File: src/rtl/scp_pkg.sv
package scp_pkg;
  localparam int DATA_W     = 8;
  localparam int ADDR_W     = 8;
  localparam int FRAME_BITS = ADDR_W + DATA_W;
  localparam int WORD_W     = 5;
  localparam int N_PRIM     = 1 << WORD_W;
  localparam int N_PAIR     = 2;
  localparam int N_REG      = N_PRIM + N_PAIR;
  localparam int IDX_W      = $clog2(N_REG);
  localparam int CNT_W      = $clog2(FRAME_BITS + 1);

  // power-on contents of physical register idx
  function automatic logic [DATA_W-1:0] reg_reset(input int unsigned idx);
    if (idx < N_PRIM) return DATA_W'(8'h80 + idx);
    else              return DATA_W'(8'hC0 + (idx - N_PRIM));
  endfunction

  // map a word address and the toggle flags to a physical register index
  function automatic logic [IDX_W-1:0] phys_index(input logic [WORD_W-1:0] word,
                                                  input logic [N_PAIR-1:0] flags,
                                                  input int unsigned pair_a,
                                                  input int unsigned pair_b);
    if (word == WORD_W'(pair_a) && flags[0]) return IDX_W'(N_PRIM);
    if (word == WORD_W'(pair_b) && flags[1]) return IDX_W'(N_PRIM + 1);
    return IDX_W'(word);
  endfunction
endpackage

File: src/rtl/scp_sync.sv
module scp_sync #(
  parameter int          W       = 1,
  parameter logic [W-1:0] RST_VAL = '0
) (
  input  logic         clk,
  input  logic         rst_n,
  input  logic [W-1:0] d,
  output logic [W-1:0] q
);
  logic [W-1:0] meta;
  always_ff @(posedge clk or negedge rst_n) begin
    if (!rst_n) begin
      meta <= RST_VAL;
      q    <= RST_VAL;
    end else begin
      meta <= d;
      q    <= meta;
    end
  end
endmodule

File: src/rtl/scp_shifter.sv
module scp_shifter import scp_pkg::*; (
  input  logic              clk,
  input  logic              rst_n,
  input  logic              cs_act,
  input  logic              sclk_rise,
  input  logic              sclk_fall,
  input  logic              sd_bit,
  input  logic              rw_bit,
  input  logic [DATA_W-1:0] rd_data,
  output logic [WORD_W-1:0] rd_word,
  output logic              wr_en,
  output logic [WORD_W-1:0] wr_word,
  output logic [DATA_W-1:0] wr_data,
  output logic              sd_out,
  output logic              sd_oe,
  output logic [CNT_W-1:0]  bit_cnt,
  output logic              rd_mode
);
  localparam int SH_W = FRAME_BITS - 1;
  localparam logic [CNT_W-1:0] CNT_FULL = CNT_W'(FRAME_BITS);
  localparam logic [CNT_W-1:0] CNT_LAST = CNT_W'(FRAME_BITS - 1);
  localparam logic [CNT_W-1:0] CNT_ADDR = CNT_W'(ADDR_W);

  logic [SH_W-1:0]   sh;
  logic [DATA_W-1:0] tx;
  logic              rd_void;

  // after ADDR_W shifts the address sits in the low bits of sh
  assign rd_void = sh[ADDR_W-1];
  assign rd_word = sh[ADDR_W-2 -: WORD_W];
  assign sd_out  = tx[DATA_W-1];

  always_ff @(posedge clk or negedge rst_n) begin
    if (!rst_n) begin
      bit_cnt <= '0;
      sh      <= '0;
      rd_mode <= 1'b0;
      sd_oe   <= 1'b0;
      tx      <= '0;
      wr_en   <= 1'b0;
      wr_word <= '0;
      wr_data <= '0;
    end else begin
      wr_en <= 1'b0;
      if (!cs_act) begin
        bit_cnt <= '0;
        rd_mode <= 1'b0;
        sd_oe   <= 1'b0;
      end else begin
        if (sclk_rise && bit_cnt != CNT_FULL) begin
          sh      <= {sh[SH_W-2:0], sd_bit};
          bit_cnt <= bit_cnt + 1'b1;
          if (bit_cnt == '0) rd_mode <= rw_bit;
          if (bit_cnt == CNT_LAST && !rd_mode && !sh[SH_W-1]) begin
            wr_en   <= 1'b1;
            wr_word <= sh[SH_W-2 -: WORD_W];
            wr_data <= {sh[DATA_W-2:0], sd_bit};
          end
        end
        if (sclk_fall && rd_mode && bit_cnt >= CNT_ADDR) begin
          if (!sd_oe) begin
            sd_oe <= 1'b1;
            tx    <= rd_void ? '0 : rd_data;
          end else begin
            tx <= {tx[DATA_W-2:0], 1'b0};
          end
        end
      end
    end
  end
endmodule

File: src/rtl/scp_bank.sv
module scp_bank import scp_pkg::*; #(
  parameter int unsigned PAIR_A = 16,
  parameter int unsigned PAIR_B = 17
) (
  input  logic                    clk,
  input  logic                    rst_n,
  input  logic                    wr_en,
  input  logic [WORD_W-1:0]       wr_word,
  input  logic [DATA_W-1:0]       wr_data,
  input  logic [WORD_W-1:0]       rd_word,
  output logic [DATA_W-1:0]       rd_data,
  output logic [N_REG*DATA_W-1:0] cfg_flat,
  output logic [N_PAIR-1:0]       pair_flag
);
  logic [DATA_W-1:0] regs [N_REG];
  logic [IDX_W-1:0]  wr_tgt;
  logic [IDX_W-1:0]  rd_tgt;

  assign wr_tgt  = phys_index(wr_word, pair_flag, PAIR_A, PAIR_B);
  assign rd_tgt  = phys_index(rd_word, pair_flag, PAIR_A, PAIR_B);
  assign rd_data = regs[rd_tgt];

  for (genvar i = 0; i < N_REG; i++) begin : g_reg
    always_ff @(posedge clk or negedge rst_n) begin
      if (!rst_n)                                   regs[i] <= reg_reset(i);
      else if (wr_en && wr_tgt == IDX_W'(i))        regs[i] <= wr_data;
    end
    assign cfg_flat[i*DATA_W +: DATA_W] = regs[i];
  end

  always_ff @(posedge clk or negedge rst_n) begin
    if (!rst_n) begin
      pair_flag <= '0;
    end else if (wr_en) begin
      if (wr_word == WORD_W'(PAIR_A)) pair_flag[0] <= ~pair_flag[0];
      if (wr_word == WORD_W'(PAIR_B)) pair_flag[1] <= ~pair_flag[1];
    end
  end
endmodule

File: src/rtl/scp_regif.sv
module scp_regif import scp_pkg::*; #(
  parameter int unsigned PAIR_A = 16,
  parameter int unsigned PAIR_B = 17
) (
  input  logic                    clk,
  input  logic                    rst_n,
  input  logic                    cs_n,
  input  logic                    sclk,
  input  logic                    rw,
  input  logic                    sd_in,
  output logic                    sd_out,
  output logic                    sd_oe,
  output logic [N_REG*DATA_W-1:0] cfg_regs
);
  // synchronised inputs: {cs_n, sclk, sd, rw}
  logic [3:0] raw_in, syn;
  logic       sclk_q;
  logic       cs_act, sclk_rise, sclk_fall;
  logic       wr_en;
  logic [WORD_W-1:0] wr_word, rd_word;
  logic [DATA_W-1:0] wr_data, rd_data;
  logic [CNT_W-1:0]  bit_cnt;
  logic              rd_mode;
  logic [N_PAIR-1:0] pair_flag;

  assign raw_in = {cs_n, sclk, sd_in, rw};

  scp_sync #(.W(4), .RST_VAL(4'b1000)) u_sync (
    .clk(clk), .rst_n(rst_n), .d(raw_in), .q(syn)
  );

  always_ff @(posedge clk or negedge rst_n) begin
    if (!rst_n) sclk_q <= 1'b0;
    else        sclk_q <= syn[2];
  end

  assign cs_act    = ~syn[3];
  assign sclk_rise =  syn[2] & ~sclk_q;
  assign sclk_fall = ~syn[2] &  sclk_q;

  scp_shifter u_shift (
    .clk(clk), .rst_n(rst_n), .cs_act(cs_act),
    .sclk_rise(sclk_rise), .sclk_fall(sclk_fall),
    .sd_bit(syn[1]), .rw_bit(syn[0]),
    .rd_data(rd_data), .rd_word(rd_word),
    .wr_en(wr_en), .wr_word(wr_word), .wr_data(wr_data),
    .sd_out(sd_out), .sd_oe(sd_oe),
    .bit_cnt(bit_cnt), .rd_mode(rd_mode)
  );

  scp_bank #(.PAIR_A(PAIR_A), .PAIR_B(PAIR_B)) u_bank (
    .clk(clk), .rst_n(rst_n),
    .wr_en(wr_en), .wr_word(wr_word), .wr_data(wr_data),
    .rd_word(rd_word), .rd_data(rd_data),
    .cfg_flat(cfg_regs), .pair_flag(pair_flag)
  );
endmodule

File: config.mk
export PLATFORM = sky130hd
export DESIGN_NAME = scp_regif
export DESIGN_NICKNAME = d
export VERILOG_FILES = /design/src/rtl/scp_pkg.sv /design/src/rtl/scp_sync.sv /design/src/rtl/scp_shifter.sv /design/src/rtl/scp_bank.sv /design/src/rtl/scp_regif.sv
export SDC_FILE = /design/constraint.sdc
export NUM_CORES = 1
export LEC_CHECK = 0
export ABC_CLOCK_PERIOD_IN_PS = 2800
export BUFFER_PORTS_ARGS = -buffer_cell sky130_fd_sc_hd__buf_2
export CAP_MARGIN = 0
export CORE_MARGIN = 2
export CORE_UTILIZATION = 56
export DETAILED_ROUTE_END_ITERATION = 10
export PLACE_DENSITY = 0.81
export SYNTH_ARGS = -nofsm -noshare
export SYNTH_HDL_FRONTEND = slang
export SYNTH_HIERARCHICAL = 1
export SYNTH_SLANG_ARGS = --single-unit
File: constraint.sdc
create_clock -name clk -period 2.8 [get_ports clk]
set_clock_uncertainty 0.2 [all_clocks]
set_input_delay 0.14 -clock clk [delete_from_list [all_inputs] [get_ports clk]]
set_output_delay 0.14 -clock clk [all_outputs]
set_load 0.05 [all_outputs]
# Word-level counts from Yosys, hierarchy flattened
# Cells that the tools add are included.
# W data, S select, Z words.
# totals
regBits	327
output_inout_bits	274
word_cells	182
# classes
addsub	1
n_lt_le_gt_ge	2
eq_ne	39
muxes	29
n_bitwise	8
reduce_logical	56
# ops
op	count
$eq A6 B5 Y1 const B	16
$bmux W8 S6	1
$eq A6 B4 Y1 const B	8
$mux W6	8
$logic_and A1 B1 Y1	43
$mux W8	4
$eq A6 B3 Y1 const B	4
$eq A5 B5 Y1 const B	4
$mux W1	14
$eq A6 B2 Y1 const B	2
$eq A6 B6 Y1 const B	2
$mux W5	2
$reduce_and A2 Y1	5
$ge A7 B7 Y1 const B	1
$not A6 Y7	1
$eq A6 B1 Y1 const B	1
$logic_not A6 Y1	1
$reduce_bool A2 Y1	3
$add A5 B1 Y5 const B	1
$eq A5 B4 Y1 const B	1
$ge A5 B4 Y1 const B	1
$logic_not A5 Y1	1
$ne A5 B5 Y1 const B	1
$not A1 Y1	5
3 further kinds	5

# Logic depth before layout (Yosys ltp)
# Gate-level depths: netlist of the first run.
# logic_depth
ltp_word	12
depth_mapped	11

# By module
# The synthesis of the first run kept the hierarchy.
# by_module_without_submodules
module	n_inst	cells_each	area_per_inst_um2
scp_bank	1	860	12991.2
scp_shifter	1	144	1869.3
scp_sync	1	8	202.7
scp_regif	1	4	43.8

# Worst setup path before layout of the first run
# OpenSTA, ideal clock, no wires.
# synth_timing
path_kind	register to register
startpoint	register u_shift.sh[3]
endpoint	register u_shift.tx[6]
t_arrival_ps	1992
required_ps	2464
slack_ps	472
path_stages_with_launch	11
n_path_buf	4
period_less_slack_ps	2328
cell_sequence	dfrtp_1 > buf_4 > buf_6 > buf_6 > buf_6 > o41ai_2 > a21o_1 > o311ai_0 > nor3b_1 > a21oi_1 > o21ai_0
# synth_between
elab_chain_len	12
# synth_lines
element	line	rtl
from (decl)	scp_shifter.sv:24	logic [SH_W-1:0] sh;
from (signal assigned)	scp_shifter.sv:51	sh <= {sh[SH_W-2:0], sd_bit};
$eq A5 B5 Y1	scp_pkg.sv:24	if (word == WORD_W'(pair_b) && flags[1]) return IDX_W'(N_PRIM + 1);
$logic_and A1 B1 Y1	scp_pkg.sv:24	
$mux W1 (2 in series)	scp_pkg.sv:24	
$mux W6	scp_pkg.sv:25	return IDX_W'(word);
$mux W6 *	scp_pkg.sv:24	
$not A6 Y7 (not written as such) *	scp_bank.sv:21	assign rd_data = regs[rd_tgt];
$bmux W8 S6 *	scp_bank.sv:21	
$mux W8 (not written as such) * (2 in series)	scp_bank.sv:21	
net rd_data[6]	scp_regif.sv:21	logic [DATA_W-1:0] wr_data, rd_data;
$mux W8 *	scp_shifter.sv:63	tx <= rd_void ? '0 : rd_data;
$mux W8 *	scp_shifter.sv:61	if (!sd_oe) begin
to (signal assigned)	scp_shifter.sv:63	
to (signal assigned)	scp_shifter.sv:65	tx <= {tx[DATA_W-2:0], 1'b0};
to (decl)	scp_shifter.sv:25	logic [DATA_W-1:0] tx;
# The timed path passes the listed nets; every way through them passes the cells marked *. The select of a mux whose other input is x is not followed.
# A chain may end at the register's enable or synchronous reset.

# Final worst setup path of the first run
# Ends and elaborated chain as after synthesis.

==> flow_metrics.env, run 1 <==
export IMPL_status="finished with violations"
export IMPL_violations="negative hold slack"
export IMPL_ir_worst_vdd_v=0.000405
export IMPL_synth_seq_cells=327
export IMPL_drt_pass1_iterations=6
export IMPL_grt_pass1_wl_mm=63.9
export IMPL_via_count=10200
export IMPL_final_nets=1312
export IMPL_syn_avg_cell_area_sq_um=14.9
export IMPL_crit_top_cell="buf_4"
export IMPL_path_delay_family="compound AO/OA/AOI/OAI gates"
export IMPL_overflow=0
export IMPL_rr_startpoint="u_shift/sh[3]"
export IMPL_clk_insertion_delay_late_ps=530
export IMPL_drc=0
export IMPL_power_density_nw_per_um2=629
export IMPL_hold_class="in2async"
export IMPL_syn_to_final_growth_pct=20.6
export IMPL_grt_pass1_vias=10400
export IMPL_crit_path_end_kind="flop"
export IMPL_coreArea_sq_um=26700
export IMPL_slowest_delay_ps=500
export IMPL_critical_path_buf_inv_count=2
export IMPL_synth_async_reset_ratio=1.00
export IMPL_yosys_warnings=6
export IMPL_cp_slowest_cell="mux4_2"
export IMPL_clk_pin_slew_ps=60
export IMPL_worstRegToRegCells=9
export IMPL_cp_arrival_ps=2780
export IMPL_cts_tree="done"
export IMPL_r2r_slack_ps=220
export IMPL_syn_area_sq_um=15100
export IMPL_dieArea_sq_um=28300
export IMPL_worstPathRequired_ps=3000
export IMPL_port_buffer_count=279
export IMPL_yosysTopAreaCell="dfrtp_1"
export IMPL_synth_ff_type="dfrtp_1"
export IMPL_place_gp_congestion=0.911
export IMPL_wl_mm=42.0
export IMPL_start_kind="flop"
export IMPL_slew_headroom=0.217
export IMPL_setup_viol=0
export IMPL_cts_buffers=36
export IMPL_power_leakage_nw=9.13
export IMPL_antenna_found_initial=0
export IMPL_path_max_fanout=8
export IMPL_rsz0062_at_grt="no"
export IMPL_crit_chain="buf_4, buf_4, mux4_2, a22oi_1, a21o_1, o311ai_0, nor3b_1, a21oi_1, o21ai_0"
export IMPL_dr_first_iter_drc_count=1034
export IMPL_cts_root_buf="clkbuf_16"
export IMPL_syn_nets=1025
export IMPL_die_h_microns=168
export IMPL_synth_area_leaders="dfrtp_1, mux2_2, dfstp_2"
export IMPL_period_share=0.922
export IMPL_synth_edff_count=0
export IMPL_dp_hpwl_mm=28.8
export IMPL_ant_nets=0
export IMPL_clockBufferDepth=3
export IMPL_grt_max_degree=78
export IMPL_htreeDepth=2
export IMPL_fin_tns_setup_ps=0
export IMPL_synth_top_area_frac=0.345
export IMPL_grt_util_all_layers=0.296
export IMPL_max_cap_violations=0
export IMPL_critPathKind="reg2reg"
export IMPL_start_util=0.565
export IMPL_syn_inst=1016
export IMPL_wire_per_inst_microns=25.1
export IMPL_hold_viol=1
export IMPL_rows=60
export IMPL_period_needed_ps=2580
export IMPL_die_w_microns=168
export IMPL_ys_seq_area_frac=0.552
export IMPL_reg2reg_to="u_shift/tx[6]"
export IMPL_cts_resized=0
export IMPL_maxSlewViolCount=0
export IMPL_ioPinCount=280
export IMPL_worst_pin_slew_ps=1170
export IMPL_diodes=0
export IMPL_clock_sinks=327
export IMPL_max_freq_ghz=0.387
export IMPL_via_per_inst=6.12
export IMPL_drive_gt1_frac=0.677
export IMPL_hold_ws_ps=-1.59
export IMPL_synth_distinct_cells=56
[logic make-up (layout without fill, tap and decap cells)]
family | count (synthesis) | count (layout) | share of synthesized area
xor gates and xnor gates | 3 | 3 | 0.00174
DFF | 327 | 327 | 0.552
buffers and inverters | 82 | 397 | 0.0274
and+or+nand+nor | 130 | 130 | 0.0542
AOI/OAI and AO/OA | 82 | 82 | 0.0375
adders and majority gates | 3 | 3 | 0.00248
muxes | 389 | 389 | 0.325
[report_power, final]
part | internal, W | switching [W]
clock network | 0.00289 | 0.00190
registers | 0.00481 | 0.000103
logic | 0.000745 | 0.00101
total | 0.00844 | 0.00302
[Yosys cell counts (2+ instances only)]
cell	number
and3_1	10
buf_2	16
nor2b_1	8
clkbuf_1	39
mux2i_1	13
nor2_2	12
nor3_2	4
a222oi_1	7
nand3b_1	2
nand2_1	39
o21ai_0	17
nand4b_1	3
nor4b_1	2
and2_1	2
nor2_1	8
nand2_2	3
mux2_2	325
xnor2_1	2
nand3_1	11
nand4_1	2
and3b_1	7
dfrtp_1	208
mux2_1	3
buf_6	6
a31o_1	7
mux4_1	2
dfstp_2	119
inv_1	6
nand2b_1	4
a22oi_1	23
buf_4	11
ha_1	3
mux4_2	46
nor2_4	2
nor4_4	2
a21oi_1	19
buf_1	4
[metal layers]
| layer | routed length [microns] | GRT usage |
|---|---|---|
| met1 | 17600 | 0.408 |
| met2 | 19700 | 0.467 |
| met3 | 3380 | 0.0743 |
| met4 | 1260 | 0.0952 |
| met5 | 0 | 0 |
[how the worst max path moves through the flow]
stage / start / to / slack (ps) / cells after the start
after floorplan: u_shift/sh[3] / u_shift/tx[6] / 470 / 10
after global placement: u_shift/sh[3] / u_shift/tx[5] / 350 / 7
after detailed placement: u_shift/sh[3] / u_shift/tx[5] / 320 / 7
after CTS: u_shift/sh[3] / u_shift/tx[5] / 250 / 7
after global routing: u_shift/sh[3] / u_shift/tx[6] / 120 / 9
final: u_shift/sh[3] / u_shift/tx[6] / 220 / 9
[cell usage in the layout (no fill, tap or decap), drive strengths merged, types with 8 or more instances in the layout]
cell      n
mux2    328
buf     320
dfrtp   208
dfstp   119
clkbuf   53
mux4     48
nand2    42
a22oi    23
nor2     22
a21oi    19
o21ai    17
mux2i    13
nand3    11
clkinv   11
and3     10
nor2b     8
[state kept, by name, indices dropped and copies added, names as in the netlist]
register / flops
u_bank/cfg_flat: 272
u_shift/sh: 15
u_shift/tx: 8
u_shift/wr_data: 8
u_shift/bit_cnt: 5
u_shift/wr_word: 5
u_sync/meta: 4
u_sync/q: 4
u_bank/pair_flag: 2
sclk_q: 1
u_shift/rd_mode: 1
u_shift/sd_oe: 1
u_shift/wr_en: 1
[layout make-up]
class / count / area, sq um
clock buffer: 53 / 1090
clock inverter: 13 / 130
fill: 1869 / 8510
inverter: 6 / 22.5
multi-input combinational: 607 / 6360
sequential: 327 / 8340
tap: 341 / 427
timing repair buffer: 325 / 1850
[metrics by stage]
step / setup slack, ps / power [W] / cell area, sq um / util / instances
after floorplan: 472 / 0.00625 / 15100 / - / 1016
final: 219 / 0.0115 / 18200 / 0.682 / 1672
after CTS: 248 / 0.0115 / 18200 / 0.682 / 1672
after detailed placement: 316 / 0.00672 / 17000 / 0.634 / 1601
after global routing: 118 / 0.0118 / 18200 / 0.682 / 1672
after global placement: 346 / 0.00670 / 17000 / 0.634 / 1601
[timing repair]
action                    CTS  global route
hold buffers                5             0
hold endpoints to repair  201             0
buffers inserted            0             0
Note: power is estimated with default switching activity, not from simulation.
==> run 2, diff against run 1 <==
Settings changed: ABC_AREA set to 1, CORE_MARGIN 2 to unset, TNS_END_PERCENT set to 100.
==> run 2 against run 1 <==
The flow now finishes without violations. Wire length increased by 21%. Sequential power decreased by 2%. Cell area increased by 1.0%. Count of clock-buffer cells in the layout unchanged. Register-to-register slack improved by 110 ps. Sequential share of layout area decreased by 0.49 points. Core utilization decreased by 0.25 points. Area after synthesis increased by 3.1%. Power decreased by 0.95%.
==> flow_metrics.env, run 2 <==
export IMPL_htreeDepth=2
export IMPL_max_freq_ghz=0.405
export IMPL_clk_pin_slew_ps=60
export IMPL_r2r_slack_ps=330
export IMPL_yosysTopAreaCell="dfrtp_1"
export IMPL_ir_worst_vdd_v=0.000543
export IMPL_syn_inst=1913
export IMPL_cts_buffers=36
export IMPL_rr_startpoint="u_shift/sh[2]"
export IMPL_wl_mm=50.9
export IMPL_syn_area_sq_um=15600
export IMPL_dieArea_sq_um=28500
export IMPL_syn_to_final_growth_pct=18.2
export IMPL_crit_path_end_kind="flop"
export IMPL_synth_compound_area_frac=0.124
export IMPL_status="complete, no violations"
export IMPL_final_cell_mix="nand2_1, buf_2, o21ai_0"
export IMPL_maxSlewViolCount=0
export IMPL_largest_reg_flops=272
export IMPL_period_needed_ps=2470
export IMPL_path_max_fanout=34
export IMPL_wire_per_inst_microns=19.9
export IMPL_synth_distinct_cells=34
export IMPL_yosys_warnings=6
export IMPL_clk_insertion_delay_late_ps=510
export IMPL_muxShareOfSynthArea=0
export IMPL_die_h_microns=169
export IMPL_power_leakage_nw=8.96
export IMPL_clockBufferDepth=3
export IMPL_synth_top_area_frac=0.334
export IMPL_synth_async_reset_ratio=1.00
export IMPL_drc=0
export IMPL_crit_start="u_shift/sh[2]"
export IMPL_rows=60
export IMPL_port_buffer_count=279
export IMPL_total_power_w=0.0113
export IMPL_via_count=14700
export IMPL_hold_viol=0
export IMPL_ioPinCount=280
export IMPL_synth_seq_cells=327
export IMPL_die_w_microns=169
export IMPL_grt_pass1_vias=13500
export IMPL_power_density_nw_per_um2=616
export IMPL_synth_ff_type="dfrtp_1"
export IMPL_via_per_inst=5.78
export IMPL_grt_max_degree=84
export IMPL_hold_class="in2async"
export IMPL_syn_avg_cell_area_sq_um=8.14
export IMPL_drt_pass1_iterations=6
export IMPL_hold_ws_ps=29.3
export IMPL_setup_ws_ps=332
export IMPL_antenna_found_initial=0
export IMPL_cts_root_buf="clkbuf_16"
export IMPL_ys_seq_area_frac=0.535
export IMPL_synth_top_family_by_area="simple AND/OR/NAND/NOR gates"
export IMPL_critPathKind="reg2reg"
export IMPL_grt_pass1_wl_mm=77.7
export IMPL_synthTopCellsByCount="nand2_1, o21ai_0, dfrtp_1"
export IMPL_syn_nets=1922
export IMPL_slew_headroom=0.279
export IMPL_rsz0062_at_grt="no"
export IMPL_dr_first_iter_drc_count=1826
export IMPL_synth_most_common_cell="nand2_1"
export IMPL_dp_hpwl_mm=34.8
export IMPL_worstPathRequired_ps=2970
export IMPL_synth_simple_area_share=0.268
export IMPL_ant_nets=0
export IMPL_place_gp_congestion=0.975
export IMPL_cts_tree="done"
export IMPL_clock_sinks=327
export IMPL_synth_xor_area_frac=0.000562
export IMPL_dpl_worst_slack_ps=393
export IMPL_layout_commonest_cell="nand2_1"
export IMPL_worst_pin_slew_ps=1080
export IMPL_grt_util_all_layers=0.357
export IMPL_worstRegToRegCells=14
export IMPL_synth_edff_count=0
export IMPL_drive_gt1_frac=0.267
export IMPL_overflow=0
export IMPL_start_kind="flop"
export IMPL_fin_tns_setup_ps=0
export IMPL_final_nets=2161
export IMPL_period_share=0.881
export IMPL_setup_viol=0
export IMPL_synth_area_leaders="dfrtp_1, dfstp_2, nand2_1"
export IMPL_coreArea_sq_um=27100
export IMPL_cp_arrival_ps=2640
export IMPL_max_cap_violations=0
export IMPL_start_util=0.575
export IMPL_synth_fa_ha_area_frac=0.00241
## run 2: changes by cell type after synthesis, sizes merged, moves of 8 or more
| cell | delta |
|---|---|
| buf | +27 |
| mux2 | -328 |
| nand4 | +9 |
| a22oi | -17 |
| nor2 | +129 |
| nor2b | -8 |
| o21ai | +290 |
| mux4 | -48 |
| inv | +100 |
| clkbuf | +23 |
| nand2 | +644 |
| and3 | -10 |
| mux2i | -13 |
| nand3 | +143 |
## run 2: critical path, stage by stage, from the launching register on
cell and delay (ps):
dfrtp_4 510, clkinv_2 90, buf_4 320, buf_4 320, nand2_1 80, nand3_1 80, nand2_1 50, nor2_1 90
nand2_1 90, nand3_1 90, nand2_1 50, nand2_1 60, nand2_1 50, a22oi_1 160, a21oi_1 80
## run 2: final timing paths
check,end
max,u_shift/tx[5]
min,u_bank/cfg_flat[210]
max reg2reg,u_shift/tx[5]
min reg2reg,u_sync/q[1]
max in group asynchronous,u_bank/cfg_flat[15]
min in group clk,u_sync/meta[2]
## run 2: metal layers
layer | vias to the layer above | GRT usage | wire (microns)
met1 | 6978 | 0.483 | 20000
met5 | - | 0 | 0
met4 | 0 | 0.170 | 2400
li1 | 6608 | - | -
met3 | 174 | 0.0650 | 5210
met2 | 975 | 0.560 | 23200
## run 2: logic make-up (layout without fill, tap and decap cells)
kind of cell | after synthesis | in the layout
adders and majority gates | 3 | 3
DFF | 327 | 327
other | 0 | 1
xor gates and xnor gates | 1 | 1
buffers and inverters | 233 | 497
AOI/OAI and AO/OA | 336 | 336
and+or+nand+nor | 1013 | 1013
## run 2: metrics by stage
stage | std cells | util | area, sq um
6_report | 2550 | 0.679 | 18400
5_1_grt | 2549 | 0.679 | 18400
4_1_cts | 2549 | 0.679 | 18400
3_5_place_dp | 2481 | 0.636 | 17200
3_3_place_gp | 2481 | 0.636 | 17200
2_1_floorplan | 1913 | - | 15600
## run 2: repair_timing
| action | 4_1_cts | 5_1_grt |
|---|---|---|
| setup buffers | 0 | 0 |
| endpoints found under the hold margin | 238 | 0 |
| hold buffers | 5 | 0 |
| gates resized for setup | 0 | 0 |
## run 2: power by group
part	switching [W]	total [W]	internal [W]	leakage, nW
Combinational	0.00138	0.00193	0.000547	4.30
Clock	0.00187	0.00459	0.00273	0.555
Sequential	0.0000496	0.00483	0.00478	4.11
Total	0.00330	0.0113	0.00805	8.96
## run 2: layout make-up
type | instances | area [sq um]
clock inverter | 10 | 106
tap | 372 | 465
clock buffer | 53 | 1030
antenna | 1 | 2.50
inverter | 107 | 403
timing repair buffer | 327 | 1920
multi-input combinational | 1353 | 6150
fill | 2170 | 8690
sequential | 327 | 8340
